### src/rtl/srp_pkg.sv
package srp_pkg;

    typedef enum logic [1:0] {
        ST_IDLE = 2'd0,
        ST_CMD  = 2'd1,
        ST_WR   = 2'd2,
        ST_RD   = 2'd3
    } srp_state_e;

    typedef enum logic [2:0] {
        RS_NONE   = 3'd0,
        RS_OFFSET = 3'd1,
        RS_GAIN   = 3'd2,
        RS_CFG    = 3'd3
    } srp_reg_e;

    localparam int CMD_W = 8;

    typedef struct packed {
        logic     valid;
        logic     rd;
        logic [2:0] ch;
        srp_reg_e sel;
    } srp_cmd_t;

    function automatic srp_cmd_t srp_decode(input logic [CMD_W-1:0] b, input int num_ch);
        srp_cmd_t c;
        c.rd  = b[3];
        c.ch  = b[6:4];
        c.sel = srp_reg_e'(b[2:0]);
        c.valid = 1'b0;
        if (!b[7]) begin
            if (b[2:0] == 3'd3)
                c.valid = (b[6:4] == 3'd0);
            else if (b[2:0] == 3'd1 || b[2:0] == 3'd2)
                c.valid = (int'(b[6:4]) < num_ch);
        end
        return c;
    endfunction

endpackage

### src/rtl/srp_sync_edge.sv
module srp_sync_edge #(
    parameter int          WIDTH   = 3,
    parameter int          STAGES  = 2,
    parameter logic [WIDTH-1:0] RST_VAL = '0
) (
    input  logic             clk,
    input  logic             rst_n,
    input  logic [WIDTH-1:0] async_i,
    output logic [WIDTH-1:0] sync_o,
    output logic [WIDTH-1:0] rise_o,
    output logic [WIDTH-1:0] fall_o
);
    logic [WIDTH-1:0] pipe_q [STAGES];
    logic [WIDTH-1:0] prev_q;

    always_ff @(posedge clk or negedge rst_n) begin
        if (!rst_n) begin
            for (int s = 0; s < STAGES; s++) pipe_q[s] <= RST_VAL;
            prev_q <= RST_VAL;
        end else begin
            pipe_q[0] <= async_i;
            for (int s = 1; s < STAGES; s++) pipe_q[s] <= pipe_q[s-1];
            prev_q <= pipe_q[STAGES-1];
        end
    end

    assign sync_o = pipe_q[STAGES-1];
    assign rise_o = sync_o & ~prev_q;
    assign fall_o = ~sync_o & prev_q;
endmodule

### src/rtl/srp_ctrl.sv
module srp_ctrl
    import srp_pkg::*;
#(
    parameter int NUM_CH = 2,
    parameter int DATA_W = 24,
    localparam int CNT_W = $clog2(DATA_W)
) (
    input  logic              clk,
    input  logic              rst_n,
    input  logic              sel_s,
    input  logic              sclk_rise,
    input  logic              sclk_fall,
    input  logic              sdi_s,
    input  logic [DATA_W-1:0] rd_data,
    output logic [2:0]        rd_ch,
    output srp_reg_e          rd_sel,
    output logic              wr_stb,
    output logic [2:0]        wr_ch,
    output srp_reg_e          wr_sel,
    output logic [DATA_W-1:0] wr_data,
    output logic              sdo,
    output srp_state_e        state_o,
    output logic [CNT_W-1:0]  cnt_o
);
    localparam logic [CNT_W-1:0] CMD_LAST  = CNT_W'(CMD_W - 1);
    localparam logic [CNT_W-1:0] DATA_LAST = CNT_W'(DATA_W - 1);

    srp_state_e        state_q, state_d;
    logic [CNT_W-1:0]  cnt_q, cnt_d;
    logic [DATA_W-1:0] rx_q, rx_d, rx_bits;
    srp_cmd_t          cmd_q, cmd_d, dec;
    logic [DATA_W-1:0] tx_q;
    logic              sdo_q;
    logic              load_tx;

    assign rx_bits = {rx_q[DATA_W-2:0], sdi_s};
    assign dec     = srp_decode(rx_bits[CMD_W-1:0], NUM_CH);

    always_comb begin
        state_d = state_q;
        cnt_d   = cnt_q;
        rx_d    = rx_q;
        cmd_d   = cmd_q;
        wr_stb  = 1'b0;
        load_tx = 1'b0;
        unique case (state_q)
            ST_IDLE: begin
                state_d = ST_CMD;
                cnt_d   = '0;
            end
            ST_CMD: if (sclk_rise) begin
                rx_d = rx_bits;
                if (cnt_q == CMD_LAST) begin
                    cnt_d = '0;
                    if (dec.valid) begin
                        cmd_d   = dec;
                        state_d = dec.rd ? ST_RD : ST_WR;
                        load_tx = dec.rd;
                    end
                end else begin
                    cnt_d = cnt_q + 1'b1;
                end
            end
            ST_WR: if (sclk_rise) begin
                rx_d = rx_bits;
                if (cnt_q == DATA_LAST) begin
                    wr_stb  = 1'b1;
                    state_d = ST_CMD;
                    cnt_d   = '0;
                end else begin
                    cnt_d = cnt_q + 1'b1;
                end
            end
            ST_RD: if (sclk_rise) begin
                if (cnt_q == DATA_LAST) begin
                    state_d = ST_CMD;
                    cnt_d   = '0;
                end else begin
                    cnt_d = cnt_q + 1'b1;
                end
            end
            default: state_d = ST_IDLE;
        endcase
        if (sel_s) begin
            state_d = ST_IDLE;
            cnt_d   = '0;
            wr_stb  = 1'b0;
            load_tx = 1'b0;
        end
    end

    // state register
    always_ff @(posedge clk or negedge rst_n) begin
        if (!rst_n) begin
            state_q <= ST_IDLE;
            cnt_q   <= '0;
            rx_q    <= '0;
            cmd_q   <= '0;
        end else begin
            state_q <= state_d;
            cnt_q   <= cnt_d;
            rx_q    <= rx_d;
            cmd_q   <= cmd_d;
        end
    end

    // outputs
    always_ff @(posedge clk or negedge rst_n) begin
        if (!rst_n) begin
            tx_q  <= '0;
            sdo_q <= 1'b0;
        end else begin
            if (load_tx)
                tx_q <= rd_data;
            else if (state_q == ST_RD && sclk_fall)
                tx_q <= {tx_q[DATA_W-2:0], 1'b0};
            if (state_d != ST_RD)
                sdo_q <= 1'b0;
            else if (state_q == ST_RD && sclk_fall)
                sdo_q <= tx_q[DATA_W-1];
        end
    end

    assign rd_ch   = dec.ch;
    assign rd_sel  = dec.sel;
    assign wr_ch   = cmd_q.ch;
    assign wr_sel  = cmd_q.sel;
    assign wr_data = rx_bits;
    assign sdo     = sdo_q;
    assign state_o = state_q;
    assign cnt_o   = cnt_q;
endmodule

### src/rtl/srp_regfile.sv
module srp_regfile
    import srp_pkg::*;
#(
    parameter int NUM_CH = 2,
    parameter int DATA_W = 24,
    parameter logic [DATA_W-1:0] GAIN_RST = {1'b1, {(DATA_W-1){1'b0}}}
) (
    input  logic                     clk,
    input  logic                     rst_n,
    input  logic                     wr_stb,
    input  logic [2:0]               wr_ch,
    input  srp_reg_e                 wr_sel,
    input  logic [DATA_W-1:0]        wr_data,
    input  logic [2:0]               rd_ch,
    input  srp_reg_e                 rd_sel,
    output logic [DATA_W-1:0]        rd_data,
    output logic [DATA_W-1:0]        cfg_o,
    output logic [NUM_CH*DATA_W-1:0] gain_o,
    output logic [NUM_CH*DATA_W-1:0] offset_o
);
    logic [DATA_W-1:0] cfg_q;
    logic [DATA_W-1:0] gain_q [NUM_CH];
    logic [DATA_W-1:0] off_q  [NUM_CH];

    always_ff @(posedge clk or negedge rst_n) begin
        if (!rst_n) cfg_q <= '0;
        else if (wr_stb && wr_sel == RS_CFG) cfg_q <= wr_data;
    end

    for (genvar c = 0; c < NUM_CH; c++) begin : g_ch
        always_ff @(posedge clk or negedge rst_n) begin
            if (!rst_n) begin
                gain_q[c] <= GAIN_RST;
                off_q[c]  <= '0;
            end else if (wr_stb && wr_ch == 3'(c)) begin
                if (wr_sel == RS_GAIN)   gain_q[c] <= wr_data;
                if (wr_sel == RS_OFFSET) off_q[c]  <= wr_data;
            end
        end
        assign gain_o[c*DATA_W +: DATA_W]   = gain_q[c];
        assign offset_o[c*DATA_W +: DATA_W] = off_q[c];
    end

    always_comb begin
        rd_data = '0;
        if (rd_sel == RS_CFG) rd_data = cfg_q;
        for (int c = 0; c < NUM_CH; c++) begin
            if (rd_ch == 3'(c)) begin
                if (rd_sel == RS_GAIN)   rd_data = gain_q[c];
                if (rd_sel == RS_OFFSET) rd_data = off_q[c];
            end
        end
    end

    assign cfg_o = cfg_q;
endmodule

### src/rtl/cmd_serial_port.sv
module cmd_serial_port
    import srp_pkg::*;
#(
    parameter int NUM_CH      = 2,
    parameter int DATA_W      = 24,
    parameter int SYNC_STAGES = 2,
    localparam int CNT_W      = $clog2(DATA_W)
) (
    input  logic                     clk,
    input  logic                     rst_n,
    input  logic                     sel_n,
    input  logic                     sclk,
    input  logic                     sdi,
    output logic                     sdo,
    output logic                     sdo_oe,
    output logic [DATA_W-1:0]        cfg_o,
    output logic [NUM_CH*DATA_W-1:0] gain_o,
    output logic [NUM_CH*DATA_W-1:0] offset_o
);
    logic [2:0] pin_sync, pin_rise, pin_fall;
    logic       sel_s, sclk_rise, sclk_fall, sdi_s;
    logic [DATA_W-1:0] rd_data, wr_data;
    logic [2:0]  rd_ch, wr_ch;
    srp_reg_e    rd_sel, wr_sel;
    logic        wr_stb;
    srp_state_e  state;
    logic [CNT_W-1:0] cnt;

    srp_sync_edge #(.WIDTH(3), .STAGES(SYNC_STAGES), .RST_VAL(3'b001)) sync_i (
        .clk(clk), .rst_n(rst_n), .async_i({sdi, sclk, sel_n}),
        .sync_o(pin_sync), .rise_o(pin_rise), .fall_o(pin_fall)
    );

    assign sel_s     = pin_sync[0];
    assign sclk_rise = pin_rise[1];
    assign sclk_fall = pin_fall[1];
    assign sdi_s     = pin_sync[2];

    srp_ctrl #(.NUM_CH(NUM_CH), .DATA_W(DATA_W)) ctrl_i (
        .clk(clk), .rst_n(rst_n), .sel_s(sel_s), .sclk_rise(sclk_rise),
        .sclk_fall(sclk_fall), .sdi_s(sdi_s), .rd_data(rd_data),
        .rd_ch(rd_ch), .rd_sel(rd_sel), .wr_stb(wr_stb), .wr_ch(wr_ch),
        .wr_sel(wr_sel), .wr_data(wr_data), .sdo(sdo), .state_o(state), .cnt_o(cnt)
    );

    srp_regfile #(.NUM_CH(NUM_CH), .DATA_W(DATA_W)) regs_i (
        .clk(clk), .rst_n(rst_n), .wr_stb(wr_stb), .wr_ch(wr_ch), .wr_sel(wr_sel),
        .wr_data(wr_data), .rd_ch(rd_ch), .rd_sel(rd_sel), .rd_data(rd_data),
        .cfg_o(cfg_o), .gain_o(gain_o), .offset_o(offset_o)
    );

    assign sdo_oe = ~sel_n;
endmodule

### config.mk
export PLATFORM = sky130hd
export DESIGN_NAME = cmd_serial_port
export DESIGN_NICKNAME = d
export VERILOG_FILES = /design/src/rtl/srp_pkg.sv /design/src/rtl/srp_sync_edge.sv /design/src/rtl/srp_ctrl.sv /design/src/rtl/srp_regfile.sv /design/src/rtl/cmd_serial_port.sv
export SDC_FILE = /design/constraint.sdc
export NUM_CORES = 1
export LEC_CHECK = 0
export BUFFER_PORTS_ARGS = -buffer_cell sky130_fd_sc_hd__buf_2
export CAP_MARGIN = 5
export CORE_AREA = 2 2 99 196
export CTS_CLUSTER_DIAMETER = 40
export CTS_CLUSTER_SIZE = 20
export DETAILED_ROUTE_END_ITERATION = 10
export DIE_AREA = 0 0 101 198
export GPL_TIMING_DRIVEN = 0
export PLACE_DENSITY = 0.72
export SYNTH_ARGS = -nofsm -noshare
export SYNTH_HDL_FRONTEND = slang
export SYNTH_SLANG_ARGS = --single-unit
### constraint.sdc
create_clock -name clk -period 2.45 [get_ports clk]
set_input_delay 0.3675 -clock clk [delete_from_list [all_inputs] [get_ports clk]]
set_output_delay 0.3675 -clock clk [all_outputs]
set_load 0.03 [all_outputs]
Word level (Yosys, flattened, before mapping):

Cells that the tools add are included.

* reductions and logical operators: 19
* order comparisons: 1
* equality and inequality tests: 16
* add/subtract/negate cells: 1
* mux-type cells: 37
* bitwise gates (word level): 5

Operator list (count)
* 24-bit 2-to-1 mux: 9
* 5-bit 2-to-1 mux: 5
* 1-bit 2-to-1 mux: 15
* 5-bit case mux with 3 select lines: 1
* 3-bit by 1-bit equality test with 1-bit output (second input constant): 4
* 3-bit by 2-bit equality test with 1-bit output (second input constant): 4
* 2-bit 2-to-1 mux: 6
* 2-bit AND reduction: 6
* 3-bit logical NOT: 2
* 2-bit case mux with 3 select lines: 1
* 5-bit by 1-bit adder with 5-bit output (second input constant): 1
* 5-bit by 3-bit equality test with 1-bit output (second input constant): 1
* 5-bit equality test (second input constant): 1
* 2-bit AND: 2
* 2-bit equality test (second input constant): 2
* 1-bit logical AND: 4
* 2-bit NOT: 2
* 4-bit AND reduction: 1
* 2-bit nonzero test: 2
* 2-bit OR reduction: 2
* 3-bit by 2-bit less-than comparator with 1-bit output (second input constant): 1
* 3-bit by 1-bit != test with 1-bit output (second input constant): 1
* 3-bit != test (second input constant): 1
* 2-bit by 1-bit equality test with 1-bit output (second input constant): 1
* other kinds (4): 4

* bits of input ports: 5
* register bits: 189
* word-level logic and storage cells: 94
* output and inout port bits: 122

Depth between registers and ports, before layout:

Gate-level depths: netlist of run 1.

* depth after elaboration: 12
* depth in mapped cells: 9
* gate-level depth less buffers: 7

By module:

From an unflattened synthesis of run 1, not the netlist that was laid out.

* cells, all modules: 662
* area total of the unflattened synthesis: 8702.1 sq um

By module, submodules not included
* srp_regfile: area an instance 5516.5 sq um, instances 1, cells an instance 403, sequential area each 3005.4 sq um
* srp_ctrl: area an instance 2877.8 sq um, instances 1, cells an instance 240, sequential area each 1526.5 sq um
* srp_sync_edge: area an instance 304.0 sq um, instances 1, cells an instance 18, sequential area each 229.0 sq um
* cmd_serial_port: area an instance 3.8 sq um, instances 1, cells an instance 1, sequential area each 0.0 sq um

Worst setup path after synthesis of run 1:

OpenSTA, ideal clock, no wires.

* kind: reg2reg
* from: register ctrl_i.cnt_q[0] (netlist: ctrl_i.cnt_o[0])
* to: register ctrl_i.tx_q[0]
* stages on the path, launching flop included: 8
* setup slack: 0.523 ns
* data arrival time: 1.808 ns
* period minus slack after synthesis: 1.927 ns
* setup time: 0.120 ns
* required time: 2.330 ns
* path buffers: 1
* cell sequence: dfrtp_1 ha_1 nand4bb_1 or4_4 nor3_4 buf_6 nor2_1 a31o_1

* cells in the longest elaborated chain, start to end: 6
* elaborated cells on any way between the ends: 7
* classes of those cells: 1 x eq/ne; 5 x mux; 1 x reduce/logical

RTL lines
* start, declared: RTL line srp_ctrl.sv:29 `logic [CNT_W-1:0] cnt_q, cnt_d;`
* start signal, assigned: RTL line srp_ctrl.sv:101 `cnt_q <= cnt_d;`
* 5-bit by 3-bit equality test with 1-bit output *: RTL line srp_ctrl.sv:53 `if (cnt_q == CMD_LAST) begin`
* 1-bit 2-to-1 mux *: RTL line srp_ctrl.sv:53
* 1-bit 2-to-1 mux *: RTL line srp_ctrl.sv:51 `ST_CMD: if (sclk_rise) begin`
* 1-bit 2-to-1 mux *: RTL line srp_ctrl.sv:46 `unique case (state_q)`
* 1-bit 2-to-1 mux *: RTL line srp_ctrl.sv:84 `if (sel_s) begin`
* 24-bit 2-to-1 mux / 2-bit nonzero test (equally long branches)
* end signal, assigned: RTL line srp_ctrl.sv:114 `tx_q <= rd_data;`
* end signal, assigned: RTL line srp_ctrl.sv:116 `tx_q <= {tx_q[DATA_W-2:0], 1'b0};`
* end, declared: RTL line srp_ctrl.sv:32 `logic [DATA_W-1:0] tx_q;`

Every way passes the cells marked *; elsewhere a longest branch is shown, timed or not.
A chain may end at the register's enable or synchronous reset.

Worst setup path in the final report of run 1:

* from: register ctrl_i.rx_q[5]
* to: register ctrl_i.tx_q[3]

* cells in the longest elaborated chain, start to end: 10
* elaborated cells on any way between the ends: 17
* classes of those cells: 1 x order compare; 1 x eq/ne; 13 x mux; 2 x reduce/logical

RTL lines
* start, declared: RTL line srp_ctrl.sv:30 `logic [DATA_W-1:0] rx_q, rx_d, rx_bits;`
* start signal, assigned: RTL line srp_ctrl.sv:102 `rx_q <= rx_d;`
* 3-bit by 2-bit less-than comparator with 1-bit output: RTL line srp_pkg.sv:36 `c.valid = (int'(b[6:4]) < num_ch);`
* 1-bit 2-to-1 mux: RTL line srp_pkg.sv:35 `else if (b[2:0] == 3'd1 || b[2:0] == 3'd2)`
* 1-bit 2-to-1 mux: RTL line srp_pkg.sv:33 `if (b[2:0] == 3'd3)`
* 1-bit 2-to-1 mux: RTL line srp_pkg.sv:32 `if (!b[7]) begin`
* 1-bit 2-to-1 mux: RTL line srp_ctrl.sv:55 `if (dec.valid) begin`
* 1-bit 2-to-1 mux: RTL line srp_ctrl.sv:53
* 1-bit 2-to-1 mux: RTL line srp_ctrl.sv:51
* 1-bit 2-to-1 mux: RTL line srp_ctrl.sv:46
* 1-bit 2-to-1 mux: RTL line srp_ctrl.sv:84
* 24-bit 2-to-1 mux / 2-bit nonzero test (equally long branches)

Parallel ways exist; a longest one is shown, timed or not.

==> results.sh, run 1 <==
export IMPL_status="complete, but fails checks"
export IMPL_violations="negative hold slack"
export IMPL_wl_per_cell_um=20.7
export IMPL_cp_start_kind="register"
export IMPL_power_total_mw=7.39
export IMPL_die_area_um2=20000
export IMPL_grt_pass1_vias=6320
export IMPL_synth_nets=703
export IMPL_area_growth_pct=18.8
export IMPL_ys_flop_type="dfrtp_1"
export IMPL_gr_usage_met2_pct=41.8
export IMPL_cap_viol_max_count=0
export IMPL_synth_edf_count=0
export IMPL_leakage_nw=5.24
export IMPL_drtAntennaViolNets=0
export IMPL_drt_iter0_drc=312
export IMPL_cts_made_buffers=17
export IMPL_tightestPinTransition_ns=0.907
export IMPL_path_class="register to register"
export IMPL_grt_max_degree=119
export IMPL_setup_viol=0
export IMPL_io_buffer_count=126
export IMPL_syn_cell_area_um2=8520
export IMPL_drv_slew=0
export IMPL_post_cts_buffers=0
export IMPL_vdd_drop_max_uv=507
export IMPL_grt_first_pass_wirelength_um=34500
export IMPL_drc=0
export IMPL_rsz0062_at_grt="no"
export IMPL_placedCellCount=1039
export IMPL_synth_seq_cells=188
export IMPL_top_usage_layer="met2"
export IMPL_final_cells=1071
export IMPL_dr_pass1_iters=5
export IMPL_clockBufferDepth=2
export IMPL_cts_sinks=188
export IMPL_grt_use_met3_pct=3.18
export IMPL_wirelength_um=22100
export IMPL_syn_area_per_cell_um2=12.3
export IMPL_use_met1_pct=25.4
export IMPL_cp_end_kind="register"
export IMPL_path_max_fanout=10
export IMPL_grt_antenna_before_repair=0
export IMPL_synthArstFlopShare_pct=100
export IMPL_fin_hold_ws_ns=-0.0131
export IMPL_fp_dieH_um=198
export IMPL_max_freq_ghz=0.428
export IMPL_synth_cell_types=50
export IMPL_root_buffer="clkbuf_16"
export IMPL_track_usage_pct=22.8
export IMPL_hold_violations=1
export IMPL_r2r_start="ctrl_i.rx_q[5]$_DFFE_PN0P_"
export IMPL_vias=6153
export IMPL_slew_headroom_pct=39.6
export IMPL_reg2regPathDepth=8
export IMPL_finalNetCount=849
export IMPL_drive_above_1_share_pct=41.7
export IMPL_period_share_pct=95.3
export IMPL_yosysWarnings=0
export IMPL_arrival_ns=2.65
export IMPL_netlist_instances=693
export IMPL_dp_hpwl_um=15900
export IMPL_core_um2=18700
export IMPL_gr_total_overflow=0
export IMPL_clock_skew_ns=0.0178
export IMPL_worstPathRequired_ns=2.76
export IMPL_insertedDiodeCount=0
export IMPL_synth_seq_area_share_pct=55.3
export IMPL_cts_tree="built"
export IMPL_globalplace_congestion=0.799
export IMPL_die_w_um=101
export IMPL_cts_max_level=4
export IMPL_num_rows=71
export IMPL_hp_class="primary input to asynchronous set/reset pin"
export IMPL_vias_per_cell=5.75
export IMPL_clk_latency_ns=0.45
export IMPL_start_util_pct=45.7
export IMPL_r2r_end="ctrl_i.tx_q[3]$_DFFE_PN0P_"
export IMPL_ios=127
export IMPL_min_period_ns=2.34
export IMPL_r2r_slack_ns=0.11
export IMPL_power_per_cell_area_nw_per_um2=730
export IMPL_clk_pin_slew_worst_paths_ns=0.08
metrics by stage:
stage	hold WS (ns)	area (µm²)	util (%)	setup WS (ns)	TNS, ns
after floorplan	0.0719	8520	-	0.523	0
after global placement	0.334	9430	50.5	-2.05	-377.06
after detailed placement	0.345	9460	50.7	0.00959	0
after CTS	0.0211	10100	54.0	0.00713	0
after global routing	0.0279	10100	54.3	0.00665	0
final	-0.0131	10100	54.3	0.115	0
per-layer routing:
| metal | vias to the layer above | routed length [µm] |
|---|---|---|
| met5 | - | 0 |
| met4 | 0 | 807 |
| met3 | 50 | 899 |
| met2 | 188 | 12200 |
| met1 | 3106 | 8250 |
| li1 | 2809 | - |
synthesized netlist by cell type (all sizes together) (3+ instances only):
cell,instances,area [µm²]
dfrtp,184,4600
o211ai,23,173
nor4b,3,26.3
a22oi,23,173
buf,29,164
mux2i,24,240
dfstp,4,105
or3,4,25.0
clkbuf,20,77.6
and2,3,18.8
ha,5,62.6
inv,28,105
nor3,7,46.3
o21ai,50,250
nand2,38,143
nor2,35,131
nor3b,4,40.0
nand3,12,65.1
nand2b,3,18.8
a221oi,23,201
mux2,146,1640
power by group:
| part | total (mW) | switching (mW) | leakage, nW | internal [mW] |
|---|---|---|---|---|
| clock network | 2.82 | 1.36 | 0.290 | 1.46 |
| registers | 3.28 | 0.108 | 2.59 | 3.18 |
| logic | 1.29 | 0.931 | 2.35 | 0.357 |
| total | 7.39 | 2.39 | 5.24 | 5.00 |
cell usage in the layout, fill, tap and decap left out, types with 2 or more instances in the layout:
master | Yosys | final
a221oi_1 | 23 | 23
a22o_1 | 2 | 2
a22oi_1 | 23 | 23
and2_1 | 3 | 3
buf_1 | 2 | 2
buf_2 | 23 | 148
buf_6 | 3 | 3
clkbuf_1 | 18 | 16
clkbuf_16 | 0 | 17
clkbuf_2 | 2 | 4
clkinv_8 | 0 | 3
clkinvlp_4 | 0 | 2
dfrtp_1 | 184 | 184
dfstp_2 | 4 | 4
ha_1 | 5 | 5
inv_1 | 28 | 28
inv_6 | 0 | 3
inv_8 | 0 | 4
mux2_2 | 146 | 146
mux2i_1 | 24 | 24
nand2_1 | 38 | 38
nand2b_1 | 3 | 3
nand3_1 | 11 | 6
nand3_2 | 1 | 6
nand3b_1 | 2 | 2
nor2_1 | 35 | 34
nor2b_1 | 2 | 2
nor3_1 | 6 | 6
nor3b_2 | 2 | 2
nor4b_1 | 3 | 2
o211ai_1 | 23 | 23
o21ai_0 | 13 | 13
o21ai_1 | 37 | 37
or3_1 | 4 | 4
logic make-up (layout without fill, tap and decap cells):
family,Yosys count,after routing,synth area share [%]
DFF,188,188,55.3
muxes,170,170,22.1
buffers and inverters,77,236,4.07
AOI/OAI and AO/OA,131,131,10.4
adders and majority gates,5,5,0.734
and+or+nand+nor,121,121,7.28
xor gates and xnor gates,1,1,0.103
critical path, stage by stage, from the launching register on:
cell	delay, ns
dfrtp_1	0.36
clkbuf_1	0.26
nor3_1	0.42
and3_1	0.21
clkbuf_1	0.24
buf_2	0.31
a221oi_1	0.08
o21ai_1	0.21
o21ai_0	0.12
sequential cells by signal, indices dropped and copies added, names as in the netlist:
register,count
ctrl_i.rx_q,23
regs_i.cfg_o,24
sync_i.prev_q,1
regs_i.gain_o,48
ctrl_i.wr_sel,3
sync_i.pipe_q,3
regs_i.offset_o,48
sync_i.sync_o,3
ctrl_i.tx_q,24
ctrl_i.wr_ch,3
ctrl_i.sdo,1
ctrl_i.cnt_o,5
ctrl_i.state_o,2
what timing repair did:
item | in CTS | in global routing
hold buffers | 0 | 0
gates resized for setup | 1 | 12
pin swaps | 0 | 1
setup endpoints to repair | 1 | 120
cell type report:
cell class / instances / area, µm²
Clock inverter: 15 / 179
Buffer: 49 / 244
Timing Repair Buffer: 127 / 668
Inverter: 28 / 105
Multi-Input combinational cell: 428 / 3520
Clock buffer: 17 / 425
Fill cell: 1625 / 8530
Sequential cell: 188 / 4710
Tap cell: 219 / 274
how the worst max path moves through the flow:
stage                                start                         endpoint  slack (ns)  cells after the start
2_1_floorplan  ctrl_i.cnt_o[0]$_DFFE_PN0P_       ctrl_i.tx_q[0]$_DFFE_PN0P_        0.52                      7
3_3_place_gp                         rst_n      regs_i.cfg_o[9]$_DFFE_PN0P_       -2.05                      1
3_5_place_dp    ctrl_i.rx_q[5]$_DFFE_PN0P_       ctrl_i.tx_q[3]$_DFFE_PN0P_        0.01                      7
4_1_cts        ctrl_i.state_o[0]$_DFF_PN0_  regs_i.offset_o[32]$_DFFE_PN0P_       0.007                      6
5_1_grt        ctrl_i.state_o[0]$_DFF_PN0_  regs_i.offset_o[32]$_DFFE_PN0P_       0.007                      6
6_report        ctrl_i.rx_q[5]$_DFFE_PN0P_       ctrl_i.tx_q[3]$_DFFE_PN0P_        0.11                      8
No activity file was read; power rests on OpenSTA's default activity.
==> run 2, diff against run 1 <==
==> constraint.sdc (replaced) <==
create_clock -name clk -period 2.15 [get_ports clk]
set_input_delay 0.3225 -clock clk [delete_from_list [all_inputs] [get_ports clk]]
set_output_delay 0.3225 -clock clk [all_outputs]
set_load 0.03 [all_outputs]
==> run 2 against run 1 <==
  * The flow still finishes with violations (negative hold slack)
  * Clock power is 14% higher
  * Via count is 1.2% higher
  * Cell area is 2.6% higher
  * Sequential power is 16% higher
==> results.sh, run 2 (synthesis gave the netlist of run 1 again) <==
export IMPL_die_w_um=101
export IMPL_drc=0
export IMPL_rsz0062_at_grt="yes"
export IMPL_fin_tns_setup_ns=0
export IMPL_vias_per_cell=5.76
export IMPL_root_buffer="clkbuf_16"
export IMPL_clk_latency_ns=0.44
export IMPL_final_cell_mix="dfrtp_1 (182), mux2_2 (146), buf_2 (137), o21ai_1 (40), nand2_1 (37)"
export IMPL_drtAntennaViolNets=0
export IMPL_wirelength_um=22600
export IMPL_worstPathRequired_ns=2.47
export IMPL_insertedDiodeCount=0
export IMPL_wl_per_cell_um=20.9
export IMPL_status="complete, but fails checks"
export IMPL_dp_hpwl_um=15900
export IMPL_ios=127
export IMPL_postPlaceCellArea_um2=9460
export IMPL_min_period_ns=2.13
export IMPL_max_freq_ghz=0.469
export IMPL_hp_class="primary input to asynchronous set/reset pin"
export IMPL_globalplace_congestion=0.799
export IMPL_regArea_um2=4710
export IMPL_multi_input_area_um2=3640
export IMPL_area_growth_pct=21.9
export IMPL_clockBufferDepth=2
export IMPL_violations="negative hold slack"
export IMPL_cp_end_kind="register"
export IMPL_final_area_um2=10400
export IMPL_gr_total_overflow=0
export IMPL_num_rows=71
export IMPL_cts_sinks=188
export IMPL_crit_family="simple AND/OR/NAND/NOR gates"
export IMPL_core_um2=18700
export IMPL_worst_path_max_delay_cell="or4_4"
export IMPL_path_cells="ha_4 > nand4bb_1 > or4_4 > nor2_1 > nand2_2 > mux2_2"
export IMPL_drt_iter0_drc=424
export IMPL_fp_dieH_um=198
export IMPL_vdd_drop_max_uv=581
export IMPL_cp_start_kind="register"
export IMPL_io_buffer_count=126
export IMPL_grt_first_pass_wirelength_um=34800
export IMPL_die_area_um2=20000
export IMPL_grt_antenna_before_repair=0
export IMPL_path_class="register to register"
export IMPL_drive_above_1_share_pct=44.5
export IMPL_crit_buf_inv=0
export IMPL_start_util_pct=45.7
export IMPL_grt_max_degree=119
export IMPL_power_per_cell_area_nw_per_um2=820
export IMPL_grt_pass1_vias=6326
export IMPL_track_usage_pct=23.0
export IMPL_clock_skew_ns=0.0133
export IMPL_max_stage_delay_ns=0.55
export IMPL_fin_hold_ws_ns=-0.0418
export IMPL_path_max_fanout=6
export IMPL_finalNetCount=859
export IMPL_cap_viol_max_count=0
export IMPL_cts_max_level=4
export IMPL_setup_viol=0
export IMPL_power_total_mw=8.52
export IMPL_nFillCells=1589
export IMPL_slew_headroom_pct=40.1
export IMPL_drv_slew=0
export IMPL_period_share_pct=99.2
export IMPL_mostFrequentLayoutCell="dfrtp_1"
export IMPL_cts_made_buffers=17
export IMPL_leakage_nw=5.35
export IMPL_tightestPinTransition_ns=0.898
export IMPL_dr_pass1_iters=5
export IMPL_cts_tree="built"
export IMPL_clk_pin_slew_worst_paths_ns=0.07
export IMPL_hold_violations=24
export IMPL_arrival_ns=2.45
export IMPL_vias=6224
run 2: cell types whose count changed in the layout (fill, tap and decap cells not counted), moves of 3 or more:
cell / before / now
buf_4: 1 / 16
buf_2: 148 / 137
clkbuf_1: 16 / 7
clkbuf_2: 4 / 11
clkbuf_4: 0 / 5
dlygate4sd3_1: 0 / 3
nand3_2: 6 / 3
nand3_4: 0 / 3
o21ai_0: 13 / 10
o21ai_1: 37 / 40
run 2: what timing repair did:
action,4_1_cts,5_1_grt
gates cloned,0,0
hold buffers,3,0
setup endpoints to repair,140,139
gates resized for setup,23,49
pin swaps,3,3
setup buffers,5,4
hold endpoints to repair,3,0
run 2: where the power goes:
| part | switching [mW] | internal [mW] | total [mW] |
|---|---|---|---|
| registers | 0.164 | 3.62 | 3.79 |
| logic | 1.07 | 0.460 | 1.53 |
| clock network | 1.54 | 1.67 | 3.21 |
| total | 2.77 | 5.75 | 8.52 |
run 2: through the flow:
| step | setup WS [ns] | util [%] | cells |
|---|---|---|---|
| 3_5_place_dp | -0.290 | 50.7 | 1039 |
| 4_1_cts | 0.00438 | 54.9 | 1078 |
| 2_1_floorplan | 0.223 | - | 693 |
| 5_1_grt | -0.0715 | 55.7 | 1081 |
| 3_3_place_gp | -2.30 | 50.5 | 1038 |
| 6_report | 0.0178 | 55.7 | 1081 |
run 2: per-layer routing:
layer | up-vias | GRT usage [%] | wire length (µm)
met5 | - | 0 | 0
met4 | 0 | 10.4 | 753
met1 | 3175 | 26.0 | 8520
li1 | 2832 | - | -
met2 | 175 | 41.8 | 12600
met3 | 42 | 3.57 | 780
run 2: area by class of cell:
class,instances,area share (%)
Buffer,47,2.77
Clock buffer,17,4.09
Timing Repair Buffer,139,7.37
Sequential cell,188,45.4
Tap cell,219,2.64
Multi-Input combinational cell,428,35.0
Inverter,28,1.01
Clock inverter,15,1.72
run 2: worst paths after layout:
kind | startpoint | cells past startpoint | endpoint | slack (ns)
max | ctrl_i.cnt_o[0]$_DFFE_PN0P_ | 6 | ctrl_i.wr_ch[0]$_DFFE_PN0P_ | 0.02
min | rst_n | 1 | sync_i.pipe_q[5]$_DFF_PN0_ | -0.04
max reg2reg | ctrl_i.cnt_o[0]$_DFFE_PN0P_ | 6 | ctrl_i.wr_ch[0]$_DFFE_PN0P_ | 0.02
min reg2reg | sync_i.pipe_q[5]$_DFF_PN0_ | 0 | sync_i.sync_o[2]$_DFF_PN0_ | 0.36
max in group asynchronous | rst_n | 2 | regs_i.cfg_o[12]$_DFFE_PN0P_ | 1.31
min in group clk | sync_i.pipe_q[5]$_DFF_PN0_ | 0 | sync_i.sync_o[2]$_DFF_PN0_ | 0.36
